$ cat src/rtl/serial_status_unit.sv
module serial_status_unit (
  input  logic        clk,
  input  logic        rst_n,
  input  logic        cts_pin,
  input  logic        dsr_pin,
  input  logic        cd_pin,
  input  logic        txf_empty,
  input  logic        txsh_empty,
  input  logic        rx_avail,
  input  logic        rx_trig,
  input  logic [5:0]  rx_evt,
  input  logic        rd_word,
  input  logic        rd_low,
  input  logic        wr_word,
  input  logic        wr_mode,
  input  logic        rd_id,
  input  logic [3:0]  irq_en,
  output logic [15:0] stat_word,
  output logic [7:0]  id_byte,
  output logic        tx_drained,
  output logic        irq
);

  // modem vector order {cd, cts, dsr} matches ID bits 2..0
  logic [2:0] mdm_s1, mdm_s2, mdm_prev, mdm_dlt;
  logic [5:0] evt_q;
  logic       mode_q;
  logic [2:0] mdm_edge;
  logic       src_cond;

  assign mdm_edge = mdm_s2 ^ mdm_prev;
  assign src_cond = |evt_q[2:0];

  always_ff @(posedge clk or negedge rst_n) begin
    if (!rst_n) begin
      mdm_s1   <= '0;
      mdm_s2   <= '0;
      mdm_prev <= '0;
      mdm_dlt  <= '0;
      evt_q    <= '0;
      mode_q   <= 1'b0;
    end else begin
      mdm_s1   <= {cd_pin, cts_pin, dsr_pin};
      mdm_s2   <= mdm_s1;
      mdm_prev <= mdm_s2;
      mdm_dlt  <= (rd_id ? 3'b000 : mdm_dlt) | mdm_edge;
      evt_q    <= (rd_word ? 6'b000000 : evt_q) | rx_evt;
      if (wr_word) mode_q <= wr_mode;
    end
  end

  assign stat_word = {mode_q, 1'b0, evt_q, 2'b00,
                      mdm_s2[1], mdm_s2[0], mdm_s2[2],
                      txf_empty, txsh_empty, rx_avail};
  assign id_byte    = {2'b00, rx_trig, txf_empty, src_cond, mdm_dlt};
  assign tx_drained = txf_empty & txsh_empty;
  assign irq = (irq_en[0] & |id_byte[2:0]) | (irq_en[1] & id_byte[5]) |
               (irq_en[2] & id_byte[3])   | (irq_en[3] & id_byte[4]);

  a_r3_event_sets: assert property (@(posedge clk) disable iff (!rst_n)
    rx_evt[2] |=> stat_word[10]);
  a_r4_read_clears: assert property (@(posedge clk) disable iff (!rst_n)
    (rd_word && rx_evt == 6'b0) |=> stat_word[13:8] == 6'b0);
  a_r5_low_read_keeps: assert property (@(posedge clk) disable iff (!rst_n)
    (rd_low && !rd_word) |=> (stat_word[13:8] & $past(stat_word[13:8])) == $past(stat_word[13:8]));
  a_r6_mode_stable: assert property (@(posedge clk) disable iff (!rst_n)
    !wr_word |=> $stable(stat_word[15]));
  a_r8_id_read_clears: assert property (@(posedge clk) disable iff (!rst_n)
    (rd_id && mdm_edge == 3'b0) |=> id_byte[2:0] == 3'b0);
  a_r9_special_irq: assert property (@(posedge clk) disable iff (!rst_n)
    (rx_evt[0] && irq_en[2]) |=> irq);

endmodule

$ cat config.mk
export PLATFORM = sky130hd
export DESIGN_NAME = serial_status_unit
export DESIGN_NICKNAME = d
export VERILOG_FILES = /design/src/rtl/serial_status_unit.sv
export SDC_FILE = /design/constraint.sdc
export NUM_CORES = 1
export LEC_CHECK = 0
export BUFFER_PORTS_ARGS = -buffer_cell sky130_fd_sc_hd__buf_2
export CORE_MARGIN = 2
export CORE_UTILIZATION = 35
export DETAILED_ROUTE_END_ITERATION = 16
export PLACE_DENSITY = 0.7
export SYNTH_ARGS = -nofsm -noshare
export SYNTH_HDL_FRONTEND = slang
export SYNTH_SLANG_ARGS = --single-unit
$ cat constraint.sdc
create_clock -name clk -period 1.25 [get_ports clk]
set_input_delay 0.1875 -clock clk [delete_from_list [all_inputs] [get_ports clk]]
set_output_delay 0.1875 -clock clk [all_outputs]
set_load 0.02 [all_outputs]
==> Word level (Yosys, flattened, before mapping) <==
Index checks and enable logic that the tools add are counted.
{ "classes": {"reduce_logical": 2, "n_bitwise": 11, "mux": 2} }
{ "ops": {"columns": ["operator", "count"], "rows": [
  ["$mux 6", 1],
  ["$or 6x6->6", 1],
  ["$reduce_or 3->1", 2],
  ["$and 1x1->1", 5],
  ["$mux 3", 1],
  ["$or 1x1->1", 3],
  ["$or 3x3->3", 1],
  ["$xor 3x3->3", 1]
]} }
{ "totals": {"ff_bits": 19, "output_inout_bits": 26, "elab_cells": 21} }

==> Longest topological paths before layout <==
Gate-level depths: netlist (run 1).
{ "logic_depth": {"word_depth": 5, "mapped_depth": 2, "mapped_depth_nobuf": 2} }

==> Least setup slack after synthesis (run 1) <==
Ideal clock, no wire load.
{ "synth_timing": {"path_kind": "register to output", "start": "register evt_q[2]", "end": "output irq", "required_time_ps": 1062, "stages_incl_launch_ff": 3, "path_buffers": 0, "t_arrival_ps": 1284, "setup_slack_ps": -221, "path_cell_list": "dfrtp_1 or3_4 a221o_1"} }
{ "synth_via": {"elab_chain_len": 4} }
{ "synth_rtl": {"columns": ["element", "line_no", "text"], "rows": [
  ["from (decl)", "26", "logic [5:0] evt_q;"],
  ["from (signal assigned)", "47", "evt_q <= (rd_word ? 6'b000000 : evt_q) | rx_evt;"],
  ["$reduce_or 3->1", "32", "assign src_cond = |evt_q[2:0];"],
  ["via src_cond", "29", "logic src_cond;"],
  ["$and 1x1->1", "58", "(irq_en[2] & id_byte[3]) | (irq_en[3] & id_byte[4]);"],
  ["$or 1x1->1", "57", "assign irq = (irq_en[0] & |id_byte[2:0]) | (irq_en[1] & id_byte[5]) |"],
  ["$or 1x1->1", "58", null],
  ["to (decl)", "21", "output logic irq"]
]} }
The timed path passes the listed nets, and every way through them passes these cells.

==> Worst setup path in the final report (run 1) <==
{ "layout_timing": {"start": "register evt_q[2]", "end": "output irq"} }
{ "layout_via": {"elab_chain_len": 4} }
{ "layout_rtl": {"columns": ["element", "line_no"], "rows": [
  ["$reduce_or 3->1", "32"],
  ["$and 1x1->1", "58"],
  ["$or 1x1->1", "57"],
  ["$or 1x1->1", "58"]
]} }
Every way passes these cells.

==> results.py, run 1 <==
metrics = {
    "floorplan": {
        "die_height_um": 49.5,
        "floorplan.core_area_um2": 1960,
        "chipWidth_um": 49.5,
        "top_level_ports": 50,
        "full_die_area_um2": 2450,
        "floorplan.rows": 16,
        "floorplan.initialDensity": 0.370,
    },
    "flow_run": {
        "maxCapViolCount": 0,
    },
    "min_path": {
        "min-delay-start": "rx_evt[4]",
        "min_path_type": "in2reg",
        "worstHoldPathCells": 2,
        "timing.hold.worst_endpoint": "evt_q[4]",
    },
    "timing": {
        "grt_setup_unrepaired": "yes",
        "hold_viol": 0,
        "finalMaxSlewViolations": 0,
        "layout_setup_ws_ps": -488,
        "timing.clock.skew_ps": 1.51,
        "achievable_frequency_ghz": 0.575,
        "finalSetupViolCount": 3,
        "min_period_over_period": 1.39,
        "post-route-min-period_ps": 1740,
    },
    "drt": {
        "drt_iter0_markers": 1,
        "detailed_router_iteration_count_before_antenna_repair": 2,
        "remaining_drc_errors": 0,
        "wl_cell_um": 9.75,
        "route.vias.total": 533,
        "postRouteAntennaNets": 0,
        "finalWirelength_mm": 1.26,
        "vias_per_cell": 4.13,
    },
    "final_layout": {
        "finalNetCount": 127,
        "antenna-diode-count": 0,
        "area_growth_pct": 41.0,
        "most_frequent_standard_cell_in_the_layout_excluding_fill_and_tap_cells": "buf_2",
        "fin_area_um2": 1020,
        "leading_cell_types_in_the_layout_fill_and_taps_excluded": "39 x buf_2, 17 x dfrtp_1, 7 x buf_4",
        "proportion_of_layout_cells_with_a_drive_suffix_above_1": 0.549,
        "finalNonFillerCells": 129,
    },
    "grt": {
        "grt_max_degree": 20,
        "grtUsageTotal": 0.117,
        "grt.overflow.total": 0,
        "first_global_vias": 517,
        "grt_first_pass_wirelength_mm": 2.09,
        "grt_antenna_before_repair": 0,
    },
    "pwr": {
        "ir_worst_vdd_uv": 746,
        "power_density_nw_per_um2": 1180,
        "design_power_total_uw": 1210,
        "power.static_leakage_uw": 0.000536,
    },
    "clock_tree": {
        "tritoncts": "done",
        "cts.sinks": 19,
        "clk_root_buffer_cell": "clkbuf_4",
        "cts.clk_slew.worst_paths_ps": 90,
        "clock_latency_late_sink_ps": 280,
        "cts.path.max_buffers": 2,
        "numCtsBuffers": 3,
        "cts_htree_levels": 1,
    },
    "place": {
        "gp_congestion": 0.728,
        "port_buffers": 41,
        "placed_area_um2": 937,
        "dp_cells": 120,
    },
    "synthesis": {
        "postSynthAreaPerCell_um2": 13.4,
        "synth_area_um2": 726,
        "number_of_instances_in_the_synthesized_netlist": 54,
        "yosysWarnings": 0,
        "ys_seq_area_frac": 0.655,
        "synth-seq-cells": 19,
        "yosys.cell_types.count": 14,
    },
    "setup_path": {
        "crit_path_top_delay_cell": "dfrtp_2",
        "crit_path_max_fanout": 2,
        "r2r_start": "evt_q[2]",
        "worst_r2r_path_depth": 3,
        "critical_path_cell_count": 3,
        "reg2reg_setup_slack_ps": 290,
        "critPathCaptureType": "output pin",
        "cp-start-kind": "flip-flop",
        "cp_data_arrival_time_ps": 1550,
        "worst-setup-path-type": "reg2out",
        "critPathBufInv": 1,
        "capture_point_of_the_worst_reg_to_reg_path": "evt_q[2]",
        "critical_path.max_stage_delay_ps": 410,
        "cpLargestDelayFamily": "flip-flops",
        "cp_cell_sequence": "or3_4 -> a221o_1 -> buf_6",
        "crit_required_ps": 1060,
    },
    "run_status": {
        "outcome": "finished with violations",
        "failed_checks": "setup timing",
    },
}
## area by class of cell
cell class	count	area [um^2]
Tap cell	27	33.8
Multi-Input combinational cell	23	160
Fill cell	188	938
Inverter	4	15.0
Clock buffer	4	26.3
Sequential cell	19	478
Timing Repair Buffer	52	310
## cells in the mapped netlist
library cell / n / area share
a21o_1: 5 / 0.052
a21o_2: 1 / 0.012
a221o_1: 1 / 0.014
a22o_1: 1 / 0.012
and2_1: 1 / 0.0086
buf_4: 12 / 0.12
conb_1: 1 / 0.0052
dfrtp_1: 19 / 0.66
inv_1: 4 / 0.021
mux2_2: 1 / 0.016
o21ai_0: 3 / 0.021
or3_1: 1 / 0.0086
or3_4: 1 / 0.016
xnor2_1: 3 / 0.036
## report_power, final
part	leakage [uW]	switching (uW)	internal, uW
combinational	0.000309	132	115
sequential	0.000212	20.5	657
clock	0.0000150	163	124
total	0.000536	316	896
## stage by stage
step	utilization	setup slack (ps)	TNS (ps)	hold slack, ps
floorplan	-	-170	-170	-108
global placement	0.478	-153	-153	131
detailed placement	0.478	-168	-168	143
CTS	0.515	-504	-708	56.5
global route	0.522	-545	-832	46.4
finish	0.522	-488	-671	72.7
## registers in the layout, indices dropped and copies added (netlist names)
signal and cells:
mdm_prev 3, mdm_s1 3, mode_q 1, mdm_s2 3
evt_q 6, mdm_dlt 3
## how the worst max path moves through the flow
stage / slack, ps / endpoint / start
finish: -490 / irq / evt_q[2]
global route: -550 / irq / evt_q[2]
CTS: -500 / irq / evt_q[2]
detailed placement: -170 / irq / evt_q[2]
global placement: -150 / irq / evt_q[2]
floorplan: -170 / irq / evt_q[2]
## timing repair
action	CTS	global route
hold endpoints to repair	22	0
hold buffers	4	0
setup endpoints to repair	2	2
resized for setup	2	2
buffers inserted	0	1
gates cloned	0	0
## logic make-up after synthesis
| group | synth area share |
|---|---|
| muxes | 0.0155 |
| AOI/OAI and AO/OA | 0.110 |
| xor gates and xnor gates | 0.0362 |
| DFF | 0.655 |
| other | 0.00517 |
| and+or+nand+nor | 0.0328 |
| buffers and inverters | 0.145 |
## layer usage
layer	share of wire	global-route usage
met1	0.39	0.118
met2	0.50	0.204
met3	0.12	0.0515
met4	0	0.0556
met5	0	0
Note: power is estimated with default switching activity, not from simulation.
==> inputs of run 2 (changes only) <==
--- a/config.mk
+++ b/config.mk
@@ -5,11 +5,13 @@
 export SDC_FILE = /design/constraint.sdc
 export NUM_CORES = 1
 export LEC_CHECK = 0
+export ABC_CLOCK_PERIOD_IN_PS = 1250
 export BUFFER_PORTS_ARGS = -buffer_cell sky130_fd_sc_hd__buf_2
 export CORE_MARGIN = 2
 export CORE_UTILIZATION = 35
 export DETAILED_ROUTE_END_ITERATION = 16
 export PLACE_DENSITY = 0.7
+export SKIP_LAST_GASP = 1
 export SYNTH_ARGS = -nofsm -noshare
 export SYNTH_HDL_FRONTEND = slang
 export SYNTH_SLANG_ARGS = --single-unit
==> run 2 against run 1 <==
  * The run still ends with setup timing left
  * Sequential cell count is the same
  * Routed wire length shrank 0.32%
  * Clock power is essentially flat
  * Core utilization shrank 0.32 points
  * Clock skew is essentially flat
  * Largest power group unchanged
  * Highest routed layer unchanged
==> results.py, run 2 (synthesis gave the netlist of run 1 again) <==
metrics = {
    "run_status": {
        "outcome": "finished with violations",
        "failed_checks": "setup timing",
    },
    "timing": {
        "achievable_frequency_ghz": 0.575,
        "hold_viol": 0,
        "min_period_over_period": 1.39,
        "layout_setup_ws_ps": -488,
        "finalMaxSlewViolations": 0,
        "grt_setup_unrepaired": "yes",
        "post-route-min-period_ps": 1740,
        "finalSetupViolCount": 3,
        "timing.clock.skew_ps": 1.50,
        "timing.setup.tns_ps": -693,
    },
    "grt": {
        "grtUsageTotal": 0.117,
        "grt_max_degree": 20,
        "grt.overflow.total": 0,
        "first_global_vias": 517,
        "grt_first_pass_wirelength_mm": 2.09,
        "grt_antenna_before_repair": 0,
    },
    "clock_tree": {
        "cts.sinks": 19,
        "numCtsBuffers": 3,
        "cts_htree_levels": 1,
        "cts.path.max_buffers": 2,
        "cts.clk_slew.worst_paths_ps": 90,
        "clk_root_buffer_cell": "clkbuf_4",
        "clock_latency_late_sink_ps": 280,
        "tritoncts": "done",
    },
    "place": {
        "port_buffers": 41,
        "gp_congestion": 0.728,
        "dp_cells": 120,
    },
    "floorplan": {
        "chipWidth_um": 49.5,
        "top_level_ports": 50,
        "floorplan.core_area_um2": 1960,
        "floorplan.rows": 16,
        "floorplan.initialDensity": 0.370,
        "die_height_um": 49.5,
        "full_die_area_um2": 2450,
    },
    "drt": {
        "wl_cell_um": 9.72,
        "remaining_drc_errors": 0,
        "postRouteAntennaNets": 0,
        "detailed_router_iteration_count_before_antenna_repair": 2,
        "drt_iter0_markers": 1,
        "finalWirelength_mm": 1.25,
        "route.vias.total": 534,
        "vias_per_cell": 4.14,
    },
    "final_layout": {
        "final.fill_count": 189,
        "finalNonFillerCells": 129,
        "antenna-diode-count": 0,
        "proportion_of_layout_cells_with_a_drive_suffix_above_1": 0.549,
        "finalNetCount": 127,
        "area_growth_pct": 40.2,
        "most_frequent_standard_cell_in_the_layout_excluding_fill_and_tap_cells": "buf_2",
        "largest-register": "evt_q",
        "largest_register_ffs": 6,
        "leading_cell_types_in_the_layout_fill_and_taps_excluded": "40 x buf_2, 17 x dfrtp_1, 7 x buf_4",
    },
    "setup_path": {
        "crit_required_ps": 1060,
        "cp_cell_sequence": "or3_4 -> a221o_1 -> buf_6",
        "critPathCaptureType": "output pin",
        "critPathBufInv": 1,
        "crit_path_max_fanout": 2,
        "crit_path_top_delay_cell": "dfrtp_2",
        "worst-setup-path-type": "reg2out",
        "cp-start-kind": "flip-flop",
        "cpLargestDelayFamily": "flip-flops",
        "critical_path.max_stage_delay_ps": 410,
        "cp_data_arrival_time_ps": 1550,
    },
    "pwr": {
        "power_density_nw_per_um2": 1190,
        "ir_worst_vdd_uv": 746,
        "power.static_leakage_uw": 0.000533,
    },
    "min_path": {
        "min_path_type": "in2reg",
    },
    "flow_run": {
        "maxCapViolCount": 0,
    },
}
## run 2: worst paths after layout
check | start | end | slack [ps] | cells past startpoint
setup / recovery | evt_q[2] | irq | -490 | 3
hold / removal | rx_evt[4] | evt_q[4] | 70 | 2
setup reg to reg | evt_q[2] | evt_q[2] | 300 | 3
hold reg to reg | mdm_s1[0] | mdm_s2[0] | 360 | 0
max in group asynchronous | rst_n | evt_q[1] | 590 | 2
min in group asynchronous | rst_n | mdm_s1[2] | 350 | 2
## run 2: metrics by stage
step	util	setup WS [ps]	instance area (um^2)	hold slack, ps	total power, uW
floorplan	-	-170	743	-108	831
global placement	0.478	-153	937	131	916
detailed placement	0.478	-168	937	143	922
CTS	0.515	-504	1010	56.5	1230
global route	0.518	-545	1020	46.4	1300
finish	0.518	-488	1020	72.8	1210
## run 2: worst register-to-register path, delay by kind of cell (launching register included)
kind	cells	cell delay, ps
compound gates	1	190
buf+inv	2	250
flops	1	410
## run 2: cell type report
| type | count | area [um^2] | share of cell area |
|---|---|---|---|
| Clock buffer | 4 | 26.3 | 0.0258 |
| Inverter | 4 | 15.0 | 0.0148 |
| Multi-Input combinational cell | 23 | 160 | 0.157 |
| Sequential cell | 19 | 478 | 0.470 |
| Tap cell | 27 | 33.8 | 0.0332 |
| Timing Repair Buffer | 52 | 304 | 0.299 |
## run 2: repair_timing
item                       CTS  global route
cloned                       0             0
gates resized for setup      2             0
setup buffers                0             1
hold endpoints to repair    22             0
setup endpoints to repair    2             2
hold buffers                 4             0
## run 2: metal layers
layer / wire (um) / part of all wire / vias up / GRT usage
met3: 146 / 0.12 / 0 / 0.0515
li1: - / - / 256 / -
met4: 0 / 0 / 0 / 0.0556
met5: 0 / 0 / - / 0
met2: 625 / 0.50 / 38 / 0.204
met1: 482 / 0.38 / 240 / 0.118
## run 2: where the power goes
part | switching [uW] | internal (uW) | leakage (uW)
clock network | 163 | 124 | 0.0000150
registers | 20.5 | 657 | 0.000212
logic | 132 | 112 | 0.000306
==> inputs of run 3 (changes only) <==
--- a/config.mk
+++ b/config.mk
@@ -9,8 +9,10 @@
 export BUFFER_PORTS_ARGS = -buffer_cell sky130_fd_sc_hd__buf_2
 export CORE_MARGIN = 2
 export CORE_UTILIZATION = 35
+export CTS_CLUSTER_SIZE = 30
 export DETAILED_ROUTE_END_ITERATION = 16
 export PLACE_DENSITY = 0.7
+export REMOVE_ABC_BUFFERS = 1
 export SKIP_LAST_GASP = 1
 export SYNTH_ARGS = -nofsm -noshare
 export SYNTH_HDL_FRONTEND = slang
==> run 3 against run 2 <==
  * Sequential power about the same
  * Global-route usage decreased by 0.69 points
  * Fmax increased by 2.3%
  * Die area unchanged
  * Routed wire length decreased by 4.5%
  * Register-to-register slack improved by 50 ps
  * Total power decreased by 0.66%
  * Combinational power about the same
  * The flow still finishes with violations (setup timing)
  * Non-clock buffer count unchanged
  * Via count increased by 1.3%
  * Sequential share of layout area decreased by 0.19 points
==> results.py, run 3 (synthesis gave the netlist of run 1 again) <==
metrics = {
    "timing": {
        "min_period_over_period": 1.36,
        "post-route-min-period_ps": 1700,
        "layout_setup_ws_ps": -449,
        "grt_setup_unrepaired": "yes",
        "finalSetupViolCount": 2,
        "finalMaxSlewViolations": 0,
        "hold_viol": 0,
        "timing.clock.skew_ps": 4.42,
        "hold_ws_ps": 80.9,
        "achievable_frequency_ghz": 0.589,
    },
    "flow_run": {
        "maxCapViolCount": 0,
    },
    "setup_path": {
        "cp_cell_sequence": "or3_4 -> a221o_1 -> buf_6",
        "critical_path.max_stage_delay_ps": 390,
        "cp_data_arrival_time_ps": 1510,
        "crit_required_ps": 1060,
        "cp-start-kind": "flip-flop",
        "worst-setup-path-type": "reg2out",
        "critPathCaptureType": "output pin",
        "crit_path_max_fanout": 2,
        "worst_r2r_path_depth": 3,
        "cpLargestDelayFamily": "flip-flops",
        "crit_path_top_delay_cell": "dfrtp_1",
        "critical_path_cell_count": 3,
        "critPathBufInv": 1,
    },
    "drt": {
        "remaining_drc_errors": 0,
        "route.vias.total": 541,
        "wl_cell_um": 9.29,
        "drt_iter0_markers": 8,
        "detailed_router_iteration_count_before_antenna_repair": 2,
        "vias_per_cell": 4.19,
        "postRouteAntennaNets": 0,
        "finalWirelength_mm": 1.20,
    },
    "clock_tree": {
        "cts.path.max_buffers": 2,
        "cts.clk_slew.worst_paths_ps": 90,
        "clock_latency_late_sink_ps": 280,
        "cts_htree_levels": 1,
        "cts.sinks": 19,
        "tritoncts": "done",
        "numCtsBuffers": 3,
        "clk_root_buffer_cell": "clkbuf_4",
    },
    "place": {
        "gp_congestion": 0.646,
        "dp.final_hpwl_um": 974,
        "port_buffers": 41,
        "dp_cells": 118,
        "worst_setup_slack_before_clock_tree_synthesis_ps": -201,
    },
    "floorplan": {
        "chipWidth_um": 49.5,
        "top_level_ports": 50,
        "full_die_area_um2": 2450,
        "floorplan.initialDensity": 0.370,
        "floorplan.core_area_um2": 1960,
        "floorplan.rows": 16,
        "die_height_um": 49.5,
    },
    "grt": {
        "grt.overflow.total": 0,
        "grt_max_degree": 20,
        "grtUsageTotal": 0.110,
        "grt_antenna_before_repair": 0,
        "first_global_vias": 569,
        "grt_first_pass_wirelength_mm": 2.13,
    },
    "pwr": {
        "combPwrFrac": 0.203,
        "power_switching_uw": 313,
        "switching_share": 0.261,
        "power_density_nw_per_um2": 1180,
        "internal_power_uw": 887,
        "clkPwrFrac": 0.233,
        "ir_worst_vdd_uv": 752,
        "power.static_leakage_uw": 0.000537,
        "portion_of_total_power_attributed_to_sequential_cells": 0.564,
    },
    "final_layout": {
        "antenna-diode-count": 0,
        "finalNonFillerCells": 129,
        "leading_cell_types_in_the_layout_fill_and_taps_excluded": "40 x buf_2, 19 x dfrtp_1, 7 x buf_4",
        "largest-register": "evt_q",
        "largest_register_ffs": 6,
        "finalNetCount": 127,
        "area_growth_pct": 40.0,
        "most_frequent_standard_cell_in_the_layout_excluding_fill_and_tap_cells": "buf_2",
        "proportion_of_layout_cells_with_a_drive_suffix_above_1": 0.539,
    },
    "run_status": {
        "outcome": "finished with violations",
        "failed_checks": "setup timing",
    },
    "min_path": {
        "min_path_type": "in2reg",
        "worstHoldPathCells": 2,
    },
}
-- run 3: cell type report --
type / instances / area, um^2
Timing Repair Buffer: 52 / 304
Fill cell: 197 / 946
Clock buffer: 3 / 22.5
Sequential cell: 19 / 475
Tap cell: 27 / 33.8
Multi-Input combinational cell: 23 / 160
Inverter: 4 / 15.0
Clock inverter: 1 / 5.00
-- run 3: path summary, 6_finish.rpt --
check	start	to	slack, ps
min reg2reg	mdm_s1[2]	mdm_s2[2]	360
max in group asynchronous	rst_n	mdm_dlt[1]	610
max	evt_q[0]	irq	-450
min	rx_evt[3]	evt_q[3]	80
min in group asynchronous	rst_n	mode_q	360
max reg2reg	evt_q[0]	evt_q[0]	350
-- run 3: through the flow --
step	utilization	setup TNS, ps	total power, uW	instance area (um^2)
4_1_cts	0.509	-638	1220	998
5_1_grt	0.518	-777	1290	1020
6_report	0.518	-601	1200	1020
3_3_place_gp	0.469	-169	909	920
2_1_floorplan	-	-281	789	651
3_5_place_dp	0.469	-201	915	920
-- run 3: repair_timing --
action / in CTS / in global routing
hold endpoints to repair: 21 / 1
resized for setup: 2 / 0
buffers inserted: 2 / 1
hold buffers: 3 / 1
pin swaps: 2 / 0
setup endpoints to repair: 2 / 2
-- run 3: power groups by stage --
stage	clock, uW	combinational, uW	sequential, uW
floorplan	0	56.7	732
finish	280	244	676
CTS	305	242	677
global placement	0	222	687
global route	344	266	683
detailed placement	0	224	691
-- run 3: worst register-to-register path: stages, from the launching register on --
cell	delay (ps)
dfrtp_1	390
buf_4	130
buf_4	120
a21o_1	160
-- run 3: layer usage --
layer  vias to the layer above  routed length [um]  track usage
li1                        259                   -            -
met1                       244                 471        0.115
met2                        38                 561        0.207
met3                         0                 165       0.0485
met4                         0                   0       0.0139
met5                         -                   0            0
